<file path="src/rtl/rx_pool_pkg.sv">
package rx_pool_pkg;
    localparam int FLAG_N     = 4;
    localparam int FLAG_AVAIL = 0;
    localparam int FLAG_MEND  = 1;
    localparam int FLAG_FOVF  = 2;
    localparam int FLAG_NOVF  = 3;

    typedef enum logic [1:0] {
        FR_IDLE = 2'd0,
        FR_TAKE = 2'd1,
        FR_SKIP = 2'd2
    } frame_st_e;
endpackage

</file>
<file path="src/rtl/rx_pool_store.sv">
module rx_pool_store #(
    parameter  int DEPTH = 8,
    parameter  int DW    = 8,
    localparam int AW    = (DEPTH > 1) ? $clog2(DEPTH) : 1,
    localparam int CW    = $clog2(DEPTH + 1)
) (
    input  logic          clk,
    input  logic          rst_n,
    input  logic          push,
    input  logic [DW-1:0] wr_data,
    input  logic          pop_req,
    input  logic          flush,
    output logic [CW-1:0] count,
    output logic [DW-1:0] rd_data
);
    typedef struct packed {
        logic [DEPTH-1:0][DW-1:0] mem;
        logic [AW-1:0]            wp;
        logic [AW-1:0]            rp;
        logic [CW-1:0]            cnt;
        logic [DW-1:0]            rdat;
    } store_t;

    store_t st_q, st_d;
    logic   pop;

    function automatic logic [AW-1:0] step(input logic [AW-1:0] p);
        return (p == AW'(DEPTH - 1)) ? '0 : p + 1'b1;
    endfunction

    always_comb begin
        st_d = st_q;
        pop  = pop_req && (st_q.cnt != '0);
        if (pop) begin
            st_d.rdat = st_q.mem[st_q.rp];
            st_d.rp   = step(st_q.rp);
        end
        if (push) begin
            st_d.mem[st_q.wp] = wr_data;
            st_d.wp           = step(st_q.wp);
        end
        if (flush) begin
            st_d.wp  = st_d.rp;
            st_d.cnt = '0;
        end else if (push && !pop) begin
            st_d.cnt = st_q.cnt + 1'b1;
        end else if (!push && pop) begin
            st_d.cnt = st_q.cnt - 1'b1;
        end
    end

    always_ff @(posedge clk or negedge rst_n) begin
        if (!rst_n) st_q <= '0;
        else        st_q <= st_d;
    end

    assign count   = st_q.cnt;
    assign rd_data = st_q.rdat;


    count_bound_chk: assert property (@(posedge clk) disable iff (!rst_n)
        st_q.cnt <= CW'(DEPTH));


    empty_read_hold_chk: assert property (@(posedge clk) disable iff (!rst_n)
        (pop_req && st_q.cnt == '0) |=> rd_data == $past(rd_data));


    flush_empty_chk: assert property (@(posedge clk) disable iff (!rst_n)
        (flush && !push) |=> st_q.cnt == '0);
endmodule

</file>
<file path="src/rtl/rx_pool_frame.sv">
module rx_pool_frame
    import rx_pool_pkg::*;
#(
    parameter  int DEPTH = 8,
    localparam int CW    = $clog2(DEPTH + 1)
) (
    input  logic              clk,
    input  logic              rst_n,
    input  logic              wr_valid,
    input  logic              wr_last,
    input  logic [CW-1:0]     count,
    input  logic              mend_pending,
    output logic              push,
    output logic              flush,
    output logic [FLAG_N-1:0] set_vec
);
    typedef struct packed {
        frame_st_e st;
    } ctl_t;

    ctl_t ctl_q, ctl_d;
    logic full;
    logic blocked;

    assign full    = (count == CW'(DEPTH));
    assign blocked = (count != '0) || mend_pending;

    always_comb begin
        ctl_d   = ctl_q;
        push    = 1'b0;
        flush   = 1'b0;
        set_vec = '0;
        if (wr_valid) begin
            unique case (ctl_q.st)
                FR_IDLE: begin
                    if (blocked) begin
                        set_vec[FLAG_NOVF] = 1'b1;
                        ctl_d.st = wr_last ? FR_IDLE : FR_SKIP;
                    end else begin
                        push = 1'b1;
                        set_vec[FLAG_AVAIL] = 1'b1;
                        if (wr_last) set_vec[FLAG_MEND] = 1'b1;
                        else         ctl_d.st = FR_TAKE;
                    end
                end
                FR_TAKE: begin
                    if (full) begin
                        flush = 1'b1;
                        set_vec[FLAG_FOVF] = 1'b1;
                        ctl_d.st = wr_last ? FR_IDLE : FR_SKIP;
                    end else begin
                        push = 1'b1;
                        set_vec[FLAG_AVAIL] = 1'b1;
                        if (wr_last) begin
                            set_vec[FLAG_MEND] = 1'b1;
                            ctl_d.st = FR_IDLE;
                        end
                    end
                end
                FR_SKIP: begin
                    if (wr_last) ctl_d.st = FR_IDLE;
                end
                default: ctl_d.st = FR_IDLE;
            endcase
        end
    end

    always_ff @(posedge clk or negedge rst_n) begin
        if (!rst_n) ctl_q <= '{st: FR_IDLE};
        else        ctl_q <= ctl_d;
    end


    no_push_full_chk: assert property (@(posedge clk) disable iff (!rst_n)
        push |-> count < CW'(DEPTH));


    refuse_no_push_chk: assert property (@(posedge clk) disable iff (!rst_n)
        set_vec[FLAG_NOVF] |-> !push);


    ovf_flush_chk: assert property (@(posedge clk) disable iff (!rst_n)
        set_vec[FLAG_FOVF] |-> (flush && !push && !set_vec[FLAG_MEND]));


    mend_with_push_chk: assert property (@(posedge clk) disable iff (!rst_n)
        set_vec[FLAG_MEND] |-> (push && wr_last));
endmodule

</file>
<file path="src/rtl/rx_pool_flags.sv">
module rx_pool_flags
    import rx_pool_pkg::*;
(
    input  logic              clk,
    input  logic              rst_n,
    input  logic [FLAG_N-1:0] set_vec,
    input  logic              ack_we,
    input  logic [FLAG_N-1:0] ack_bits,
    input  logic              mask_we,
    input  logic [FLAG_N-1:0] mask_wdata,
    output logic [FLAG_N-1:0] status,
    output logic              irq
);
    typedef struct packed {
        logic [FLAG_N-1:0] stat;
        logic [FLAG_N-1:0] mask;
    } flg_t;

    flg_t fl_q, fl_d;
    logic [FLAG_N-1:0] clr;

    always_comb begin
        fl_d    = fl_q;
        clr     = ack_we ? ack_bits : '0;
        fl_d.stat = (fl_q.stat & ~clr) | set_vec;
        if (mask_we) fl_d.mask = mask_wdata;
    end

    always_ff @(posedge clk or negedge rst_n) begin
        if (!rst_n) fl_q <= '0;
        else        fl_q <= fl_d;
    end

    assign status = fl_q.stat;
    assign irq    = |(fl_q.stat & fl_q.mask);

    for (genvar gi = 0; gi < FLAG_N; gi++) begin : g_chk

        set_wins_chk: assert property (@(posedge clk) disable iff (!rst_n)
            set_vec[gi] |=> status[gi]);


        w1c_clear_chk: assert property (@(posedge clk) disable iff (!rst_n)
            (ack_we && ack_bits[gi] && !set_vec[gi]) |=> !status[gi]);


        flag_hold_chk: assert property (@(posedge clk) disable iff (!rst_n)
            (!set_vec[gi] && !(ack_we && ack_bits[gi])) |=> status[gi] == $past(status[gi]));
    end
endmodule

</file>
<file path="src/rtl/rx_pool.sv">
module rx_pool
    import rx_pool_pkg::*;
#(
    parameter  int DEPTH = 8,
    parameter  int DW    = 8,
    localparam int CW    = $clog2(DEPTH + 1)
) (
    input  logic          clk,
    input  logic          rst_n,
    input  logic          wr_valid,
    input  logic [DW-1:0] wr_data,
    input  logic          wr_last,
    input  logic          rd_stb,
    output logic [DW-1:0] rd_data,
    input  logic          ack_we,
    input  logic [3:0]    ack_bits,
    input  logic          mask_we,
    input  logic [3:0]    mask_wdata,
    output logic [3:0]    status,
    output logic          irq
);
    logic              push;
    logic              flush;
    logic [CW-1:0]     count;
    logic [FLAG_N-1:0] set_vec;

    rx_pool_frame #(.DEPTH(DEPTH)) u_frame (
        .clk          (clk),
        .rst_n        (rst_n),
        .wr_valid     (wr_valid),
        .wr_last      (wr_last),
        .count        (count),
        .mend_pending (status[FLAG_MEND]),
        .push         (push),
        .flush        (flush),
        .set_vec      (set_vec)
    );

    rx_pool_store #(.DEPTH(DEPTH), .DW(DW)) u_store (
        .clk     (clk),
        .rst_n   (rst_n),
        .push    (push),
        .wr_data (wr_data),
        .pop_req (rd_stb),
        .flush   (flush),
        .count   (count),
        .rd_data (rd_data)
    );

    rx_pool_flags u_flags (
        .clk        (clk),
        .rst_n      (rst_n),
        .set_vec    (set_vec),
        .ack_we     (ack_we),
        .ack_bits   (ack_bits),
        .mask_we    (mask_we),
        .mask_wdata (mask_wdata),
        .status     (status),
        .irq        (irq)
    );
endmodule

</file>
<file path="config.mk">
export PLATFORM = sky130hd
export DESIGN_NAME = rx_pool
export DESIGN_NICKNAME = d
export VERILOG_FILES = /design/src/rtl/rx_pool_pkg.sv /design/src/rtl/rx_pool_store.sv /design/src/rtl/rx_pool_frame.sv /design/src/rtl/rx_pool_flags.sv /design/src/rtl/rx_pool.sv
export SDC_FILE = /design/constraint.sdc
export NUM_CORES = 1
export LEC_CHECK = 0
export ABC_AREA = 1
export CAP_MARGIN = 20
export CELL_PAD_IN_SITES_DETAIL_PLACEMENT = 0
export CELL_PAD_IN_SITES_GLOBAL_PLACEMENT = 2
export CORE_MARGIN = 4
export CORE_UTILIZATION = 33
export CTS_BUF_LIST = sky130_fd_sc_hd__clkbuf_8
export CTS_CLUSTER_DIAMETER = 60
export CTS_CLUSTER_SIZE = 16
export DETAILED_ROUTE_END_ITERATION = 10
export PLACE_DENSITY = 0.85
export SLEW_MARGIN = 20
export SYNTH_ARGS = -nofsm -noshare
export SYNTH_HDL_FRONTEND = slang
export SYNTH_SLANG_ARGS = --single-unit
export TNS_END_PERCENT = 1
</file>
<file path="constraint.sdc">
create_clock -name clk -period 1.9 [get_ports clk]
set_input_delay 0.38 -clock clk [delete_from_list [all_inputs] [get_ports clk]]
set_output_delay 0.38 -clock clk [all_outputs]
set_load 0.01 [all_outputs]
</file>
==> metrics.csv, run 1 <==
metric,value,unit
status,completed,
critical path startpoint category,flip-flop,
Crit path buffers/inverters,1,
largest net degree at the start of global routing,38,
Via density,4.75,
"IR drop worst, VDD",0.000422,V
Detail Route Antenna Nets,0,
Port Buf Inserts,35,
RSZ-0062 raised after global routing,true,
detailed placer's ending HPWL,7190,µm
setup_tns,0,ns
"Slew Viols, Final",0,
initial antenna violation count,0,
cells along the critical path,nor2_4 -> nand4_1 -> nand2_2 -> nand3_4 -> ha_4 -> nand3_2 -> a21o_1 -> nand2_1 -> inv_1 -> nand2_1 -> nand2_1 -> nand2_1 -> nand2_1,
vias in the first global route,3391,
fill cell count,1361,
core box area,13200,µm²
"Max stage delay cell, worst path",dfrtp_1,
slew margin rel.,67.4,%
crit path kind,flip-flop to flip-flop,
Sw Ratio,39.7,%
Starting DRT DRC Count,243,
reg2reg path depth,13,
final wirelength,10900,µm
I/O Pins,36,
Worst Path Arrival,2.15,ns
Die W,124,µm
share of cells above drive strength 1,14.5,%
via count,3551,
CTS tree,done,
Most common cell on crit path,nand2_1,
number of antenna diodes,0,
Switch Pwr,3.10,mW
WP data required,2.16,ns
Worst-Skew Late Latency,0.36,ns
CP top delay family,simple AND/OR/NAND/NOR gates,
Tmin final,1.89,ns
syn nets,548,
first-pass GRT wire length,17700,µm
Total Routing Usage GR,15.1,%
Placed Cells,727,
RePlAce Congestion,0.790,
Synth area leader,dfrtp_1,
synthesized area,4450,µm²
drt first pass iters,4,
cell leakage power,2.56,nW
register area share after synthesis,51.7,%
synth top area cells,"dfrtp_1 52%, nand2_1 11%, o21ai_0 7.0%",
synth-to-layout area growth,20.2,%
Cell Int Power,4.71,mW
total of max-cap violations,0,
total grt overflow,0,
Yosys reg bits,92,
count of final setup violators,0,
Power Density,1460,nW/µm²
Max Fclk,529,MHz
Slew @ Worst Pin,0.486,ns
die area,15400,µm²
Reg power frac,40.9,%
Worst Hold Class,primary input to async pin,
CP Capture Type,flip-flop,
NumNets Final,596,
Netlist cell types,30,
CP max FO,4,
Clock Tree Buf Depth,2,
Num CTS Buffers,9,
Fin Clk Skew,0.0124,ns
clock share of power,15.5,%
clock-pin slew on the worst setup and hold paths,0.10,ns
Site Rows,42,
Num Clock Sinks,92,
Critical Path Stages,13,
CTS root buffer,clkbuf_8,
Avg Inst Size Synth,8.59,µm²
DRC Markers,0,
initial core utilization,33.6,%
top cell type's share of synthesized area,51.7,%
Synth Instances,518,
Pwr Total,7.80,mW
Final Hold Vio Count,0,
combinational power share,43.6,%
Avg WL per Cell,14.6,µm
htree depth,3,
"non-filler cells, final",747,
Synth warnings,0,
crit share post-route,99.5,%
Die Height,124,µm
CP max stage delay,0.41,ns
## registers in the layout, summed over array words and instances (netlist names)
register	flops
u_flags.status	4
u_store.count	4
u_store.rd_data	8
u_store.st_q	70
u_flags.fl_q	4
u_frame.ctl_q	2
## layout by cell type (no fill, tap or decap), types with 4 or more instances in the layout
cell,n
dfrtp_1,92
nand2_4,6
buf_12,6
nand2_1,129
ha_1,4
o21ai_2,8
nand3_1,9
clkbuf_8,9
inv_1,30
buf_4,29
o21ai_1,41
o211ai_1,17
o21ai_0,62
clkdlybuf4s50_1,33
nor2_1,58
## per-stage QoR
stage	utilization, %	hold WS (ns)	worst slack (ns)	cell area, µm²
final	40.4	0.468	0.00990	5350
after global routing	40.4	0.472	-0.124	5350
after CTS	40.0	0.471	-0.0328	5300
after detailed placement	38.5	0.326	-0.167	5100
after global placement	38.5	0.325	-0.127	5100
after floorplan	-	0.0844	0.0480	4470
## worst paths after layout
check                            startpoint            endpoint  slack (ns)
max                        u_store.count[1]    u_store.count[3]        0.01
min                                   rst_n  u_store.rd_data[1]        0.47
max reg2reg                u_store.count[1]    u_store.count[3]        0.01
min reg2reg                u_store.st_q[26]    u_store.st_q[26]        0.48
max in group asynchronous             rst_n    u_store.st_q[58]        0.87
min in group clk           u_store.st_q[26]    u_store.st_q[26]        0.48
## metal layers
layer	wire [µm]	global-route usage, %	vias to the layer above
met1	5190	21.3	1688
met3	541	3.32	5
met2	5100	23.6	73
met4	95	3.90	0
met5	0	0	-
li1	-	-	1785
## repair_timing
item                                    in CTS  in global routing
pin swaps                                    0                 11
endpoints found under the hold margin       24                  0
gates resized for setup                      4                  6
hold buffers                                 1                  0
setup buffers                                0                  3
endpoints found under the setup margin       2                  5
## power by group through the flow
stage	clock network, mW	registers, mW	logic [mW]
after floorplan	0	3.11	2.31
final	1.21	3.19	3.40
after global placement	0	3.20	3.29
after global routing	1.35	3.29	3.91
after CTS	1.27	3.18	3.36
after detailed placement	0	3.21	3.34
## layout make-up
type / count / area, µm² / share of cell area, %
sequential: 92 / 2300 / 43.1
multi-input combinational: 361 / 1840 / 34.5
timing repair buffer: 70 / 687 / 12.8
tap: 176 / 220 / 4.12
clock buffer: 9 / 124 / 2.32
inverter: 32 / 120 / 2.25
clock inverter: 7 / 50.0 / 0.936
## cell usage after synthesis, drive strengths merged
cell type / count
a21o: 1
a21oi: 4
a31o: 1
buf: 25
clkbuf: 8
clkinv: 1
dfrtp: 92
fa: 1
ha: 6
inv: 31
mux2: 3
nand2: 138
nand3: 12
nand4: 3
nor2: 62
o2111ai: 1
o211ai: 17
o21ai: 111
xnor2: 1
## kinds of logic (layout without fill, tap and decap cells)
logic type	Yosys count	after routing	synth area share (%)
AND/OR/NAND/NOR	215	215	20.0
XOR/XNOR	1	1	0.197
AO/OA/AOI/OAI	135	135	17.0
multiplexers	3	3	0.759
adder cells (fa/ha/maj)	7	7	2.14
flip-flops	92	92	51.7
buffers and inverters	65	118	8.13
No activity file was read; power rests on OpenSTA's default activity.
==> run 2: changes to the inputs <==
--- a/config.mk
+++ b/config.mk
@@ -10,12 +10,12 @@
 export CELL_PAD_IN_SITES_DETAIL_PLACEMENT = 0
 export CELL_PAD_IN_SITES_GLOBAL_PLACEMENT = 2
 export CORE_MARGIN = 4
-export CORE_UTILIZATION = 33
-export CTS_BUF_LIST = sky130_fd_sc_hd__clkbuf_8
+export CORE_UTILIZATION = 36
 export CTS_CLUSTER_DIAMETER = 60
 export CTS_CLUSTER_SIZE = 16
 export DETAILED_ROUTE_END_ITERATION = 10
-export PLACE_DENSITY = 0.85
+export GPL_ROUTABILITY_DRIVEN = 0
+export PLACE_DENSITY = 0.88
 export SLEW_MARGIN = 20
 export SYNTH_ARGS = -nofsm -noshare
 export SYNTH_HDL_FRONTEND = slang
==> constraint.sdc (replaced) <==
create_clock -name clk -period 1.75 [get_ports clk]
set_input_delay 0.35 -clock clk [delete_from_list [all_inputs] [get_ports clk]]
set_output_delay 0.35 -clock clk [all_outputs]
set_load 0.01 [all_outputs]
==> run 2 against run 1 <==
Maximum frequency is 0.27% lower. Register-to-register slack worse by 0.16 ns. Cell area is 3.1% higher. Sequential cell count stayed put. Sequential power is 8.5% higher. Die area is 7.8% lower. Final cell count is 1.1% lower. Worst hold slack worse by 0.42 ns. The flow now finishes with violations (negative setup slack). Global-route usage is 0.51 points higher.
==> metrics.csv, run 2 (synthesis gave the netlist of run 1 again) <==
metric,value,unit,change
Via density,4.81,,+1.1%
CP max FO,4,,unchanged
WP data required,1.98,ns,-0.18 ns
initial antenna violation count,0,,unchanged
via count,3553,,+0.056%
Power Density,1650,nW/µm²,+13%
Num Clock Sinks,92,,unchanged
"leading cell types in the layout, fill and taps excluded","122 x nand2_1, 92 x dfrtp_1, 59 x o21ai_0",,
"Slew Viols, Final",0,,unchanged
number of antenna diodes,0,,unchanged
largest net degree at the start of global routing,93,,+140%
Max Fclk,528,MHz,-0.27%
RSZ-0062 raised after global routing,true,,
failing checks,negative setup slack,,
count of final setup violators,35,,+35
"non-filler cells, final",739,,-1.1%
clock-pin slew on the worst setup and hold paths,0.06,ns,-0.04 ns
DRC Markers,0,,unchanged
total grt overflow,0,,unchanged
htree depth,3,,unchanged
cell leakage power,2.58,nW,+0.83%
crit share post-route,108,%,+8.8 points
Placed Cells,719,,-1.1%
final wirelength,10600,µm,-3.3%
dpl cell area,5130,µm²,+0.61%
WHS,0.0496,ns,-0.418 ns
synth-to-layout area growth,23.9,%,
Clock Tree Buf Depth,2,,unchanged
Worst-Skew Late Latency,0.34,ns,-0.02 ns
first-pass GRT wire length,17800,µm,+0.32%
Die W,119,µm,-4.0%
Worst Hold Class,primary input to async pin,,
Tmin final,1.90,ns,+0.00518 ns
Total Routing Usage GR,15.6,%,+0.51 points
core box area,12100,µm²,-8.9%
status,"finished, violations left",,
Detail Route Antenna Nets,0,,unchanged
CP Capture Type,flip-flop,,
"commonest non-fill, non-tap cell in the layout",nand2_1,,
Port Buf Inserts,35,,unchanged
I/O Pins,36,,unchanged
"IR drop worst, VDD",0.000693,V,+64%
die area,14200,µm²,-7.8%
Slew @ Worst Pin,0.500,ns,+0.0142 ns
Final Hold Vio Count,0,,unchanged
"Design Area, Final",5510,µm²,+3.1%
vias in the first global route,3549,,+4.7%
share of cells above drive strength 1,16.1,%,+1.6 points
Site Rows,40,,-4.8%
Avg WL per Cell,14.3,µm,-2.2%
Worst Path Arrival,2.13,ns,-0.02 ns
Fin Clk Skew,0.00337,ns,-0.00898 ns
drt first pass iters,5,,+1
CTS tree,done,,
Starting DRT DRC Count,212,,-13%
total of max-cap violations,0,,unchanged
CTS root buffer,clkbuf_16,,
Largest Register,u_store.st_q,,
Num CTS Buffers,9,,unchanged
critical path startpoint category,flip-flop,,
detailed placer's ending HPWL,6880,µm,-4.3%
slew margin rel.,66.6,%,-0.75 points
NumNets Final,596,,unchanged
max reg flops,70,,unchanged
crit path kind,flip-flop to flip-flop,,
initial core utilization,36.9,%,+3.3 points
"Worst Setup Slack, final",-0.145,ns,-0.155 ns
Die Height,119,µm,-4.0%
==> run 2: changes by cell type in the layout (fill, tap and decap cells not counted), sizes merged <==
cell         delta
clkinv          +2
clkbuf          +3
inv             -3
dlygate4sd2     -1
buf             +1
clkinvlp        -1
dlygate4sd3     -1
==> run 2: path summary, 6_finish.rpt <==
kind | start | to | slack [ns] | cells past startpoint
worst max-delay path | u_store.count[1] | u_store.count[3] | -0.15 | 13
worst min-delay path | rst_n | u_flags.fl_q[0] | 0.05 | 2
worst max register to register | u_store.count[1] | u_store.count[3] | -0.15 | 13
worst min register to register | u_store.rd_data[2] | u_store.rd_data[2] | 0.48 | 2
max in group asynchronous | rst_n | u_store.st_q[51] | 1.32 | 2
min in group clk | u_store.rd_data[2] | u_store.rd_data[2] | 0.48 | 2
==> run 2: power breakdown <==
group	switching, mW	internal (mW)	total (mW)
combinational	2.14	1.75	3.89
sequential	0.508	2.95	3.46
clock	0.779	0.991	1.77
total	3.43	5.69	9.12
==> run 2: metrics by stage <==
| stage | TNS [ns] | power [mW] | worst slack (ns) | util (%) |
|---|---|---|---|---|
| 6_report | -0.834 | 9.12 | -0.145 | 45.7 |
| 5_1_grt | -9.40 | 9.95 | -0.282 | 45.7 |
| 4_1_cts | -0.127 | 9.09 | -0.127 | 44.8 |
| 3_5_place_dp | -3.60 | 7.28 | -0.239 | 42.6 |
| 3_3_place_gp | -1.45 | 7.16 | -0.173 | 42.6 |
| 2_1_floorplan | -0.0643 | 5.92 | -0.0643 | - |
==> run 2: critical path: stages, from the launching register on <==
cell     delay, ns
dfrtp_1       0.41
nor2_4        0.16
nand4_1       0.15
nand2_2       0.13
nand3_4       0.11
ha_4          0.30
nand3_2       0.08
a21o_1        0.15
nand2_1       0.07
inv_1         0.04
nand2_1       0.05
nand2_1       0.05
nand2_1       0.05
nand2_1       0.04
==> run 2: layout make-up <==
cell class | count | area, µm²
clock inverters | 5 | 27.5
inverters | 32 | 123
fillers | 1178 | 6550
repair buffers | 70 | 709
multi-input cells | 361 | 1900
clock buffers | 11 | 243
flip-flops and latches | 92 | 2300
well taps | 168 | 210
==> run 2: what timing repair did <==
action,in CTS,in global routing
resized for setup,3,24
endpoints found under the hold margin,0,0
pin swaps,3,4
setup buffers,0,4
hold buffers,0,0
endpoints found under the setup margin,5,74
==> run 2: layer usage <==
layer  vias to the layer above  global-route usage [%]  wire, µm
li1                       1793                       -         -
met2                        67                    25.1      5080
met1                      1684                    21.3      4940
met5                         -                       0         0
met3                         9                    4.08       482
met4                         0                    3.26        69
==> run 3: changes to the inputs <==
--- a/config.mk
+++ b/config.mk
@@ -15,7 +15,7 @@
 export CTS_CLUSTER_SIZE = 16
 export DETAILED_ROUTE_END_ITERATION = 10
 export GPL_ROUTABILITY_DRIVEN = 0
-export PLACE_DENSITY = 0.88
+export PLACE_DENSITY = 0.82
 export SLEW_MARGIN = 20
 export SYNTH_ARGS = -nofsm -noshare
 export SYNTH_HDL_FRONTEND = slang
==> run 3 against run 2 <==
Cell area up 1.1%. Sequential power about the same. The flow still finishes with violations (negative setup slack). Global-route usage is 0.56 points higher. Clock power increased by 10%. Maximum frequency up 1.8%.
==> metrics.csv, run 3 (synthesis gave the netlist of run 1 again) <==
metric,value,unit,change
Num CTS Buffers,9,,unchanged
total of max-cap violations,0,,unchanged
Largest Register,u_store.st_q,,
final wirelength,10800,µm,+2.5%
"Max stage delay cell, worst path",dfrtp_1,,
htree depth,3,,unchanged
share of cells above drive strength 1,17.8,%,+1.7 points
I/O Pins,36,,unchanged
"IR drop worst, VDD",0.000648,V,-6.5%
Final Hold Vio Count,0,,unchanged
CP max FO,4,,unchanged
Slew @ Worst Pin,0.380,ns,-0.121 ns
Worst Hold Class,primary input to async pin,,
cells along the critical path,nor2_2 -> nand4_1 -> nand2_2 -> nand3_4 -> ha_4 -> a21oi_2 -> nand3_1 -> nand2_1 -> inv_1 -> nand2_1 -> nand2_1 -> nand2_1 -> nand2_1,,
first-pass GRT wire length,18200,µm,+2.2%
Fin Clk Skew,0.0136,ns,+0.0102 ns
"leading cell types in the layout, fill and taps excluded","114 x nand2_1, 92 x dfrtp_1, 61 x o21ai_0",,
crit share post-route,106,%,-1.9 points
Tmin final,1.86,ns,-0.0340 ns
setup_tns,-0.132,ns,+0.702 ns
cell leakage power,2.56,nW,-0.82%
CTS root buffer,clkbuf_16,,
DRC Markers,0,,unchanged
Placed Cells,723,,+0.56%
initial core utilization,36.9,%,unchanged
"Slew Viols, Final",0,,unchanged
Via density,4.80,,-0.14%
Total Routing Usage GR,16.2,%,+0.56 points
largest net degree at the start of global routing,54,,-42%
NumNets Final,597,,+0.17%
CP Capture Type,flip-flop,,
status,"finished, violations left",,
"non-filler cells, final",740,,+0.14%
Die Height,119,µm,unchanged
crit path kind,flip-flop to flip-flop,,
core box area,12100,µm²,unchanged
slew margin rel.,74.6,%,+7.9 points
Worst-Skew Late Latency,0.34,ns,about the same
clock-pin slew on the worst setup and hold paths,0.07,ns,about the same
Worst Path Arrival,2.10,ns,-0.03 ns
"Worst Setup Slack, final",-0.111,ns,+0.0340 ns
Detail Route Antenna Nets,0,,unchanged
Clock Tree Buf Depth,2,,unchanged
WP data required,1.99,ns,about the same
Die W,119,µm,unchanged
"Setup Fix Bufs, Post-CTS",0,,unchanged
initial antenna violation count,0,,unchanged
total grt overflow,0,,unchanged
Site Rows,40,,unchanged
drt first pass iters,5,,unchanged
fin util,46.2,%,+0.49 points
Num Clock Sinks,92,,unchanged
Port Buf Inserts,35,,unchanged
Starting DRT DRC Count,199,,-6.1%
Power Density,1670,nW/µm²,+1.2%
CP max stage delay,0.40,ns,about the same
number of antenna diodes,0,,unchanged
Post-Place Setup Slack,-0.200,ns,+0.0385 ns
via count,3553,,unchanged
vias in the first global route,3488,,-1.7%
CTS tree,done,,
count of final setup violators,2,,-94%
die area,14200,µm²,unchanged
critical path startpoint category,flip-flop,,
Most common cell on crit path,nand2_1,,
synth-to-layout area growth,25.3,%,
max reg flops,70,,unchanged
RSZ-0062 raised after global routing,true,,
failing checks,negative setup slack,,
Max Fclk,537,MHz,+1.8%
Avg WL per Cell,14.6,µm,+2.4%
detailed placer's ending HPWL,7310,µm,+6.2%
"commonest non-fill, non-tap cell in the layout",nand2_1,,
fill cell count,1164,,-1.2%
## run 3: timing repair
| action | in CTS | in global routing |
|---|---|---|
| hold buffers | 1 | 0 |
| hold endpoints to repair | 18 | 0 |
| endpoints found under the setup margin | 15 | 74 |
| gates resized for setup | 5 | 32 |
| pin swaps | 0 | 0 |
## run 3: final cells by class
type	count	area, µm²	area share (%)
Multi-Input combinational cell	361	1940	34.8
Sequential cell	92	2300	41.3
Clock inverter	5	60.1	1.08
Timing Repair Buffer	71	707	12.7
Tap cell	168	210	3.77
Inverter	32	123	2.20
Clock buffer	11	233	4.18
## run 3: through the flow
stage	power [mW]	hold WS (ns)	cell area (µm²)
after floorplan	5.92	0.0544	4480
after global placement	7.20	0.260	5150
after detailed placement	7.28	0.262	5150
after CTS	9.28	0.430	5470
after global routing	10.1	0.479	5570
final	9.33	0.433	5570
## run 3: power breakdown
group          internal [mW]  switching, mW  leakage (nW)
Combinational           1.74           2.18          1.20
Sequential              2.95          0.519          1.21
Clock                   1.11          0.831         0.140
## run 3: routing by layer
| metal | vias up | GRT usage, % | part of all wire (%) |
|---|---|---|---|
| met3 | 11 | 3.75 | 5.0 |
| met4 | 0 | 5.43 | 1.4 |
| met5 | - | 0 | 0 |
| met2 | 56 | 25.5 | 47 |
| li1 | 1797 | - | - |
| met1 | 1689 | 21.9 | 47 |
## run 3: critical path: cells and delay by family, from the launching register on
kind                     cells  cell delay [ns]
AO/OA/AOI/OAI                1             0.16
adder cells (fa/ha/maj)      1             0.27
buffers and inverters        1             0.04
flip-flops                   1             0.40
AND/OR/NAND/NOR             10             0.89
## run 3: worst paths after layout
kind | start | endpoint | slack [ns] | cells past startpoint
max reg2reg | u_store.count[3] | u_store.count[3] | -0.11 | 13
max | u_store.count[3] | u_store.count[3] | -0.11 | 13
max in group asynchronous | rst_n | u_store.st_q[55] | 0.74 | 3
min in group clk | u_store.rd_data[0] | u_store.rd_data[0] | 0.48 | 2
min reg2reg | u_store.rd_data[0] | u_store.rd_data[0] | 0.48 | 2
min | rst_n | u_store.st_q[18] | 0.43 | 2
